==> src/rtl/wdog_supervisor_pkg.sv <==
package wdog_supervisor_pkg;

    // Bit positions in the synchronized input bundle
    localparam int SRC_MON_A = 0;
    localparam int SRC_MON_B = 1;
    localparam int SRC_AUX   = 2;
    localparam int SRC_MAN   = 3;
    localparam int SRC_KICK  = 4;
    localparam int SRC_W     = 5;

    // Idle values: no undervoltage, manual request released, kick low
    localparam logic [SRC_W-1:0] SRC_IDLE = 5'b01000;

    typedef enum logic {
        WD_LONG  = 1'b0,
        WD_SHORT = 1'b1
    } wd_mode_e;

endpackage

==> src/rtl/wdog_sup_sync.sv <==
module wdog_sup_sync #(
    parameter int             W      = 1,
    parameter int             STAGES = 2,
    parameter logic [W-1:0]   INIT   = '0
) (
    input  logic         clk,
    input  logic         rst_n,
    input  logic [W-1:0] d,
    output logic [W-1:0] q
);

    logic [W-1:0] stg_q [STAGES];

    generate
        for (genvar i = 0; i < STAGES; i++) begin : g_stage
            logic [W-1:0] stg_d;
            if (i == 0) begin : g_first
                assign stg_d = d;
            end else begin : g_next
                assign stg_d = stg_q[i-1];
            end
            always_ff @(posedge clk or negedge rst_n) begin
                if (!rst_n) stg_q[i] <= INIT;
                else        stg_q[i] <= stg_d;
            end
        end
    endgenerate

    assign q = stg_q[STAGES-1];

endmodule

==> src/rtl/wdog_sup_stretch.sv <==
module wdog_sup_stretch #(
    parameter int RST_TICKS = 200
) (
    input  logic clk,
    input  logic rst_n,
    input  logic tick,
    input  logic fault,
    output logic active_o
);

    localparam int             CW   = $clog2(RST_TICKS + 1);
    localparam logic [CW-1:0]  LAST = CW'(RST_TICKS - 1);

    typedef struct packed {
        logic          active;
        logic [CW-1:0] cnt;
    } st_t;

    st_t st_d, st_q;

    always_comb begin
        st_d = st_q;
        if (fault) begin
            st_d.active = 1'b1;
            st_d.cnt    = '0;
        end else if (st_q.active && tick) begin
            if (st_q.cnt == LAST) begin
                st_d.active = 1'b0;
                st_d.cnt    = '0;
            end else begin
                st_d.cnt = st_q.cnt + 1'b1;
            end
        end
    end

    always_ff @(posedge clk or negedge rst_n) begin
        if (!rst_n) begin
            st_q.active <= 1'b1;
            st_q.cnt    <= '0;
        end else begin
            st_q <= st_d;
        end
    end

    assign active_o = st_q.active;

endmodule

==> src/rtl/wdog_sup_watchdog.sv <==
module wdog_sup_watchdog
    import wdog_supervisor_pkg::*;
#(
    parameter int LONG_TICKS  = 35000,
    parameter int SHORT_TICKS = 1600
) (
    input  logic clk,
    input  logic rst_n,
    input  logic tick,
    input  logic hold,
    input  logic kick_s,
    output logic fault_o
);

    localparam int             MAXT       = (LONG_TICKS > SHORT_TICKS) ? LONG_TICKS : SHORT_TICKS;
    localparam int             CW         = $clog2(MAXT + 1);
    localparam logic [CW-1:0]  LONG_LAST  = CW'(LONG_TICKS - 1);
    localparam logic [CW-1:0]  SHORT_LAST = CW'(SHORT_TICKS - 1);

    typedef struct packed {
        wd_mode_e      mode;
        logic [CW-1:0] cnt;
        logic          prev;
        logic          fault;
    } st_t;

    st_t           st_d, st_q;
    logic [CW-1:0] limit;
    logic          edge_seen;

    assign limit     = (st_q.mode == WD_LONG) ? LONG_LAST : SHORT_LAST;
    assign edge_seen = kick_s ^ st_q.prev;

    always_comb begin
        st_d       = st_q;
        st_d.prev  = kick_s;
        st_d.fault = 1'b0;
        if (hold) begin
            st_d.cnt  = '0;
            st_d.mode = WD_LONG;
        end else if (edge_seen) begin
            st_d.cnt  = '0;
            st_d.mode = WD_SHORT;
        end else if (tick) begin
            if (st_q.cnt == limit) begin
                st_d.fault = 1'b1;
                st_d.cnt   = '0;
            end else begin
                st_d.cnt = st_q.cnt + 1'b1;
            end
        end
    end

    always_ff @(posedge clk or negedge rst_n) begin
        if (!rst_n) begin
            st_q.mode  <= WD_LONG;
            st_q.cnt   <= '0;
            st_q.prev  <= 1'b0;
            st_q.fault <= 1'b0;
        end else begin
            st_q <= st_d;
        end
    end

    assign fault_o = st_q.fault;

endmodule

==> src/rtl/wdog_supervisor.sv <==
module wdog_supervisor
    import wdog_supervisor_pkg::*;
#(
    parameter int RST_TICKS   = 200,
    parameter int LONG_TICKS  = 35000,
    parameter int SHORT_TICKS = 1600,
    parameter int SYNC_STAGES = 2
) (
    input  logic clk,
    input  logic por_n,
    input  logic tick,
    input  logic mon_a_low,
    input  logic mon_b_low,
    input  logic aux_low,
    input  logic man_rst_n,
    input  logic kick,
    output logic sys_rst_n,
    output logic sys_rst
);

    logic [SRC_W-1:0] src_raw, src_s;
    logic mon_a_s, mon_b_s, aux_s, man_s, kick_s;
    logic wd_fault, fault_any, rst_active;

    always_comb begin
        src_raw            = '0;
        src_raw[SRC_MON_A] = mon_a_low;
        src_raw[SRC_MON_B] = mon_b_low;
        src_raw[SRC_AUX]   = aux_low;
        src_raw[SRC_MAN]   = man_rst_n;
        src_raw[SRC_KICK]  = kick;
    end

    wdog_sup_sync #(
        .W      (SRC_W),
        .STAGES (SYNC_STAGES),
        .INIT   (SRC_IDLE)
    ) u_sync (
        .clk   (clk),
        .rst_n (por_n),
        .d     (src_raw),
        .q     (src_s)
    );

    assign mon_a_s = src_s[SRC_MON_A];
    assign mon_b_s = src_s[SRC_MON_B];
    assign aux_s   = src_s[SRC_AUX];
    assign man_s   = src_s[SRC_MAN];
    assign kick_s  = src_s[SRC_KICK];

    assign fault_any = mon_a_s | mon_b_s | aux_s | ~man_s | wd_fault;

    wdog_sup_stretch #(
        .RST_TICKS (RST_TICKS)
    ) u_stretch (
        .clk      (clk),
        .rst_n    (por_n),
        .tick     (tick),
        .fault    (fault_any),
        .active_o (rst_active)
    );

    wdog_sup_watchdog #(
        .LONG_TICKS  (LONG_TICKS),
        .SHORT_TICKS (SHORT_TICKS)
    ) u_wdog (
        .clk     (clk),
        .rst_n   (por_n),
        .tick    (tick),
        .hold    (rst_active),
        .kick_s  (kick_s),
        .fault_o (wd_fault)
    );

    assign sys_rst_n = ~rst_active;
    assign sys_rst   = rst_active;

endmodule

==> config.mk <==
export PLATFORM = sky130hd
export DESIGN_NAME = wdog_supervisor
export DESIGN_NICKNAME = d
export VERILOG_FILES = /design/src/rtl/wdog_supervisor_pkg.sv /design/src/rtl/wdog_sup_sync.sv /design/src/rtl/wdog_sup_stretch.sv /design/src/rtl/wdog_sup_watchdog.sv /design/src/rtl/wdog_supervisor.sv
export SDC_FILE = /design/constraint.sdc
export NUM_CORES = 1
export LEC_CHECK = 0
export ABC_AREA = 1
export BUFFER_PORTS_ARGS = -buffer_cell sky130_fd_sc_hd__buf_2
export CORE_MARGIN = 2
export CORE_UTILIZATION = 60
export DETAILED_ROUTE_END_ITERATION = 16
export HOLD_SLACK_MARGIN = 0.12
export PLACE_DENSITY_LB_ADDON = 0.12
export SLEW_MARGIN = 10
export SYNTH_ARGS = -nofsm -noshare
export SYNTH_HDL_FRONTEND = slang
export SYNTH_SLANG_ARGS = --single-unit
==> constraint.sdc <==
create_clock -name clk -period 1.85 [get_ports clk]
set_input_delay 0.0925 -clock clk [delete_from_list [all_inputs] [get_ports clk]]
set_output_delay 0.0925 -clock clk [all_outputs]
set_load 0.05 [all_outputs]
[After elaboration in Yosys (flattened, before gate mapping)]
Cells that the tools add are included.
Widths: inputs -> output; s select.
Word-level totals
  register bits after elaboration: 38
  input bits: 8
  word-level logic and storage cells: 39
Cells by class
  add/sub/neg operators: 2
  eq/ne operators: 2
  multiplexer cells: 14
  bitwise gates (word level): 7
  reductions and logical operators: 6
Operators by type and width (count)
  $mux 16: 4
  $mux 9: 2
  $mux 17: 1
  $add 16x1->16 const B: 1
  $eq 16x16->1: 1
  $add 8x1->8 const B: 1
  $eq 8x8->1 const B: 1
  $mux 8: 1
  $mux 1: 6
  $reduce_bool 2->1: 3
  $or 1x1->1: 4
  $reduce_bool 3->1: 1
  $not 1->1: 2
  $reduce_and 2->1: 1
  $logic_and 1x1->1: 1
  $xor 1x1->1: 1

[Longest topological paths before layout]
  depth in word-level cells: 6
  mapped depth: 9
  gate-level depth less buffers: 8

[Cells and area by module]
Synthesis repeated with hierarchy kept, for this count alone.
Unflattened totals
  cell total of the unflattened synthesis: 258
  area total of the unflattened synthesis: 1998.2 µm²
Modules (own cells, without submodules)
  wdog_sup_watchdog: instances 1, cells an instance 169, area an instance 1181.1 µm², sequential area each 475.5 µm²
  wdog_sup_stretch: instances 1, cells an instance 73, area an instance 540.5 µm², sequential area each 226.5 µm²
  wdog_sup_sync: instances 1, cells an instance 10, area an instance 252.7 µm², sequential area each 252.7 µm²
  wdog_supervisor: instances 1, cells an instance 6, area an instance 23.8 µm², sequential area each 0.0 µm²

[Least setup slack after synthesis]
OpenSTA, ideal clock, no wires.
  path type: flip-flop to flip-flop
  start: reg u_stretch.st_q (netlist bit u_stretch.active_o)
  end: reg u_wdog.st_q[8] (netlist bit)
  arrival time: 1.547 ns
  slack: 0.182 ns
  cell stages (with the launch flop): 7
  buffers on the path: 1
  clock period less this slack: 1.668 ns
  path through: dfstp_2 > inv_1 > nand4_1 > inv_1 > nand2_4 > buf_12 > o21ai_2
On the way
  word-level cells in the longest chain between the ends: 1
  elaborated cells on any way between the ends: 2
  those cells by class: 1 x mux; 1 x reduce/logical
RTL lines
  start: declaration: RTL line wdog_sup_stretch.sv:19  | st_t st_d, st_q;
  start signal: assignment: RTL line wdog_sup_stretch.sv:41  | st_q <= st_d;
  $reduce_bool 3->1 (no line) / $mux 17 (equally long branches)
  end signal: assignment: RTL line wdog_sup_watchdog.sv:61  | st_q <= st_d;
  end: declaration: RTL line wdog_sup_watchdog.sv:27  | st_t st_d, st_q;
Parallel ways exist; a longest one is shown, timed or not.
A chain may end at the register's enable or synchronous reset.

[Final worst setup path]
  start: reg u_sync.stg_q (netlist bit u_sync.q[3])
  end: reg u_stretch.st_q[3] (netlist bit)
On the way
  word-level cells in the longest chain between the ends: 4
  elaborated cells on any way between the ends: 5
  those cells by class: 1 x mux; 3 x bitwise; 1 x reduce/logical
RTL lines
  start: declaration: RTL line wdog_sup_sync.sv:12  | logic [W-1:0] stg_q [STAGES];
  start signal: indexed assignment: RTL line wdog_sup_sync.sv:24  | else stg_q[i] <= stg_d;
  $not 1->1 (*): RTL line wdog_supervisor.sv:51  | assign fault_any = mon_a_s | mon_b_s | aux_s | ~man_s | wd_fault;
  $or 1x1->1 (*) (2 in a row): RTL line wdog_supervisor.sv:51
  $mux 9 / $reduce_bool 2->1 (equally long branches)
Every way passes the cells marked *; elsewhere a longest branch is shown, timed or not.

==> flow_summary.json <==
{
  "outcome": "complete, no violations",
  "cts_resized": 0,
  "vias": 1511,
  "grt_pass1_wl_mm": 6.22,
  "finalSetupViolations": 0,
  "cp_slowest_cell": "dfstp_2",
  "critPathKind": "reg2reg",
  "clk_path_buf_depth": 2,
  "die_y_um": 61.1,
  "die_w_um": 61.1,
  "crit_top_cell": "nand2_1",
  "overflow": 0,
  "tns_ns": 0,
  "io-pin-count": 10,
  "dp.final_hpwl_mm": 2.42,
  "period_share": 0.855,
  "power_mw": 1.62,
  "cts_buffers": 5,
  "r2r-end": "u_stretch.st_q[3]",
  "antenna_found_initial": 0,
  "startpoint_type": "register",
  "diodes": 0,
  "crit_chain": "nor3b_1 > nand2_1 > a31oi_1 > nand2_1 > nor2_1",
  "final_hold_viol_count": 0,
  "postSynthAreaPerCell_sq_um": 8.18,
  "final_antenna_net_count": 0,
  "relSlewSlack": 0.462,
  "dieArea_sq_mm": 0.00373,
  "ys_warn_count": 0,
  "layout_commonest_cell": "nand2_1",
  "drt-pass1-iter-count": 4,
  "critPathArrivalTime_ns": 1.87,
  "drc": 0,
  "cts_setup_buffers": 0,
  "rows": 20,
  "ys_types": 29,
  "critPathMaxStageDelay_ns": 0.53,
  "viasPerCell": 4.94,
  "crit_start": "u_sync.q[3]",
  "seqPwrFrac": 0.525,
  "drive_gt1_frac": 0.153,
  "layout.nets": 271,
  "portBuffers": 9,
  "critPathRequiredTime_ns": 2.14,
  "root_buffer": "clkbuf_4",
  "wire_per_inst_um": 11.5,
  "gp_congestion": 0.828,
  "grt_use_total": 0.231,
  "place_area_sq_mm": 0.00204,
  "switching_share": 0.204,
  "p_leak_nw": 1.00,
  "ys_ff_latch": 38,
  "rrSetupSlack_ns": 0.27,
  "cts_tree": "yes",
  "max-cap-violations": 0,
  "clkPwrFrac": 0.437,
  "fin_worst_skew_ns": 0.0137,
  "layout_min_cycle_time_ns": 1.58,
  "fmax_mhz": 632,
  "cts-htree-levels": 2,
  "flow.area_growth_from_synthesis_pct": 13.1,
  "syn_inst": 239,
  "reg2reg_depth": 5,
  "final_max_slew_viol_count": 0,
  "layout_common_cells": "nand2_1 (66), dfrtp_1 (35), nor2_1 (31), inv_1 (28), nand3_1 (15)",
  "core_sq_mm": 0.00308,
  "dr.first_iter.drc_count": 91,
  "finalWorstSetupSlack_ns": 0.268,
  "crit_end": "u_stretch.st_q[3]",
  "reg2reg_from": "u_sync.q[3]",
  "final_area_sq_mm": 0.00221,
  "timing.hold.ws_ns": 0.354,
  "combPwrFrac": 0.037,
  "syn_nets": 249,
  "switchingPower_mw": 0.330,
  "peakVddDrop_mv": 0.752,
  "intPower_mw": 1.29,
  "ys_seq_area_frac": 0.488,
  "preCtsSetupSlack_ns": 0.357,
  "cts_hold_buf": 7,
  "wl_mm": 3.52,
  "syn_area_sq_mm": 0.00196,
  "grt_max_degree": 39,
  "clock_latency_ns": 0.35,
  "powerDensity_mw_per_mm2": 732,
  "crit_path_max_fanout": 3,
  "grt_pass1_vias": 1395,
  "rsz0062_at_grt": "false",
  "hp-class": "reg2reg",
  "initial_utilization": 0.635,
  "clk_pin_slew_ns": 0.12,
  "tightest_slew_ns": 0.807,
  "crit_path_end_kind": "register",
  "clock-sinks": 38
}
-- cell usage after synthesis --
| cell type | number | area share |
|---|---|---|
| nand3_2 | 1 | 0.0051 |
| nor2_2 | 3 | 0.0096 |
| buf_4 | 1 | 0.0038 |
| o21ai_0 | 9 | 0.023 |
| nor3b_1 | 1 | 0.0038 |
| nand3_1 | 15 | 0.038 |
| nand2_1 | 66 | 0.13 |
| a21oi_1 | 3 | 0.0077 |
| buf_12 | 1 | 0.010 |
| o21bai_1 | 1 | 0.0038 |
| mux2i_1 | 1 | 0.0051 |
| nand2_4 | 1 | 0.0058 |
| dfstp_2 | 3 | 0.040 |
| xnor2_1 | 3 | 0.013 |
| a21o_1 | 1 | 0.0038 |
| a31oi_1 | 1 | 0.0032 |
| nand2_2 | 3 | 0.0096 |
| dfrtp_1 | 35 | 0.45 |
| inv_1 | 28 | 0.054 |
| or2_1 | 1 | 0.0032 |
| nor2_1 | 31 | 0.060 |
| nand4_1 | 7 | 0.022 |
| o21ai_2 | 10 | 0.045 |
| nor3_1 | 3 | 0.0077 |
| nor2_4 | 1 | 0.0058 |
| o21ai_1 | 1 | 0.0026 |
| xor2_1 | 5 | 0.022 |
| nand3b_1 | 1 | 0.0038 |
| ha_1 | 2 | 0.013 |
-- kinds of logic (layout without fill, tap and decap cells) --
family / after synthesis / in the layout / share of synthesized area
buffers and inverters: 30 / 53 / 0.0678
multiplexers: 1 / 1 / 0.00512
flip-flops: 38 / 38 / 0.488
AO/OA/AOI/OAI: 26 / 26 / 0.0889
XOR/XNOR: 8 / 8 / 0.0358
adder cells (fa/ha/maj): 2 / 2 / 0.0128
AND/OR/NAND/NOR: 134 / 134 / 0.301
-- critical path: cells and delay by family (launching register included) --
| family | cells | cell delay, ns |
|---|---|---|
| simple gates | 4 | 0.65 |
| flops | 1 | 0.53 |
| compound gates | 1 | 0.33 |
-- worst min-delay path by stage --
stage | start | endpoint | slack, ns | cells past startpoint
2_1_floorplan | por_n | u_stretch.st_q[0] | -0.20 | 0
3_3_place_gp | man_rst_n | u_sync.g_stage[1].stg_d[3] | 0.20 | 1
3_5_place_dp | man_rst_n | u_sync.g_stage[1].stg_d[3] | 0.20 | 1
4_1_cts | man_rst_n | u_sync.g_stage[1].stg_d[3] | 0.36 | 2
5_1_grt | mon_a_low | u_sync.g_stage[1].stg_d[0] | 0.37 | 2
6_report | u_sync.g_stage[1].stg_d[3] | u_sync.q[3] | 0.35 | 0
-- final cells by class --
cell class              count  area [sq um]
inverters                  28           105
clock inverters             3          68.8
multi-input cells         171           868
clock buffers               5          37.5
fillers                   263           866
repair buffers             17           123
well taps                  44          55.1
flip-flops and latches     38           955
-- stage by stage --
step,instances,utilization
2_1_floorplan,239,-
3_3_place_gp,291,0.661
3_5_place_dp,291,0.661
4_1_cts,306,0.719
5_1_grt,306,0.719
6_report,306,0.719
-- registers in the layout, indices dropped and copies added (netlist names) --
name	cells
u_sync.g_stage.stg_d	5
u_sync.q	5
u_wdog.fault_o	1
u_stretch.active_o	1
u_stretch.st_q	8
u_wdog.st_q	18
-- layer usage --
metal | up-vias | track usage | share of wire | wire length [um]
met4 | 0 | 0.0714 | 0.014 | 49
met3 | 6 | 0.0630 | 0.039 | 136
met1 | 677 | 0.328 | 0.50 | 1770
met2 | 29 | 0.347 | 0.44 | 1560
li1 | 799 | - | - | -
met5 | - | 0 | 0 | 0
-- power groups by stage --
stage	sequential [mW]	clock, mW	combinational, mW
floorplan	0.868	0	0.0200
CTS	0.851	0.725	0.0615
finish	0.851	0.709	0.0602
global placement	0.866	0	0.0490
detailed placement	0.867	0	0.0497
global route	0.853	0.756	0.0692
No activity file was read; power rests on OpenSTA's default activity.
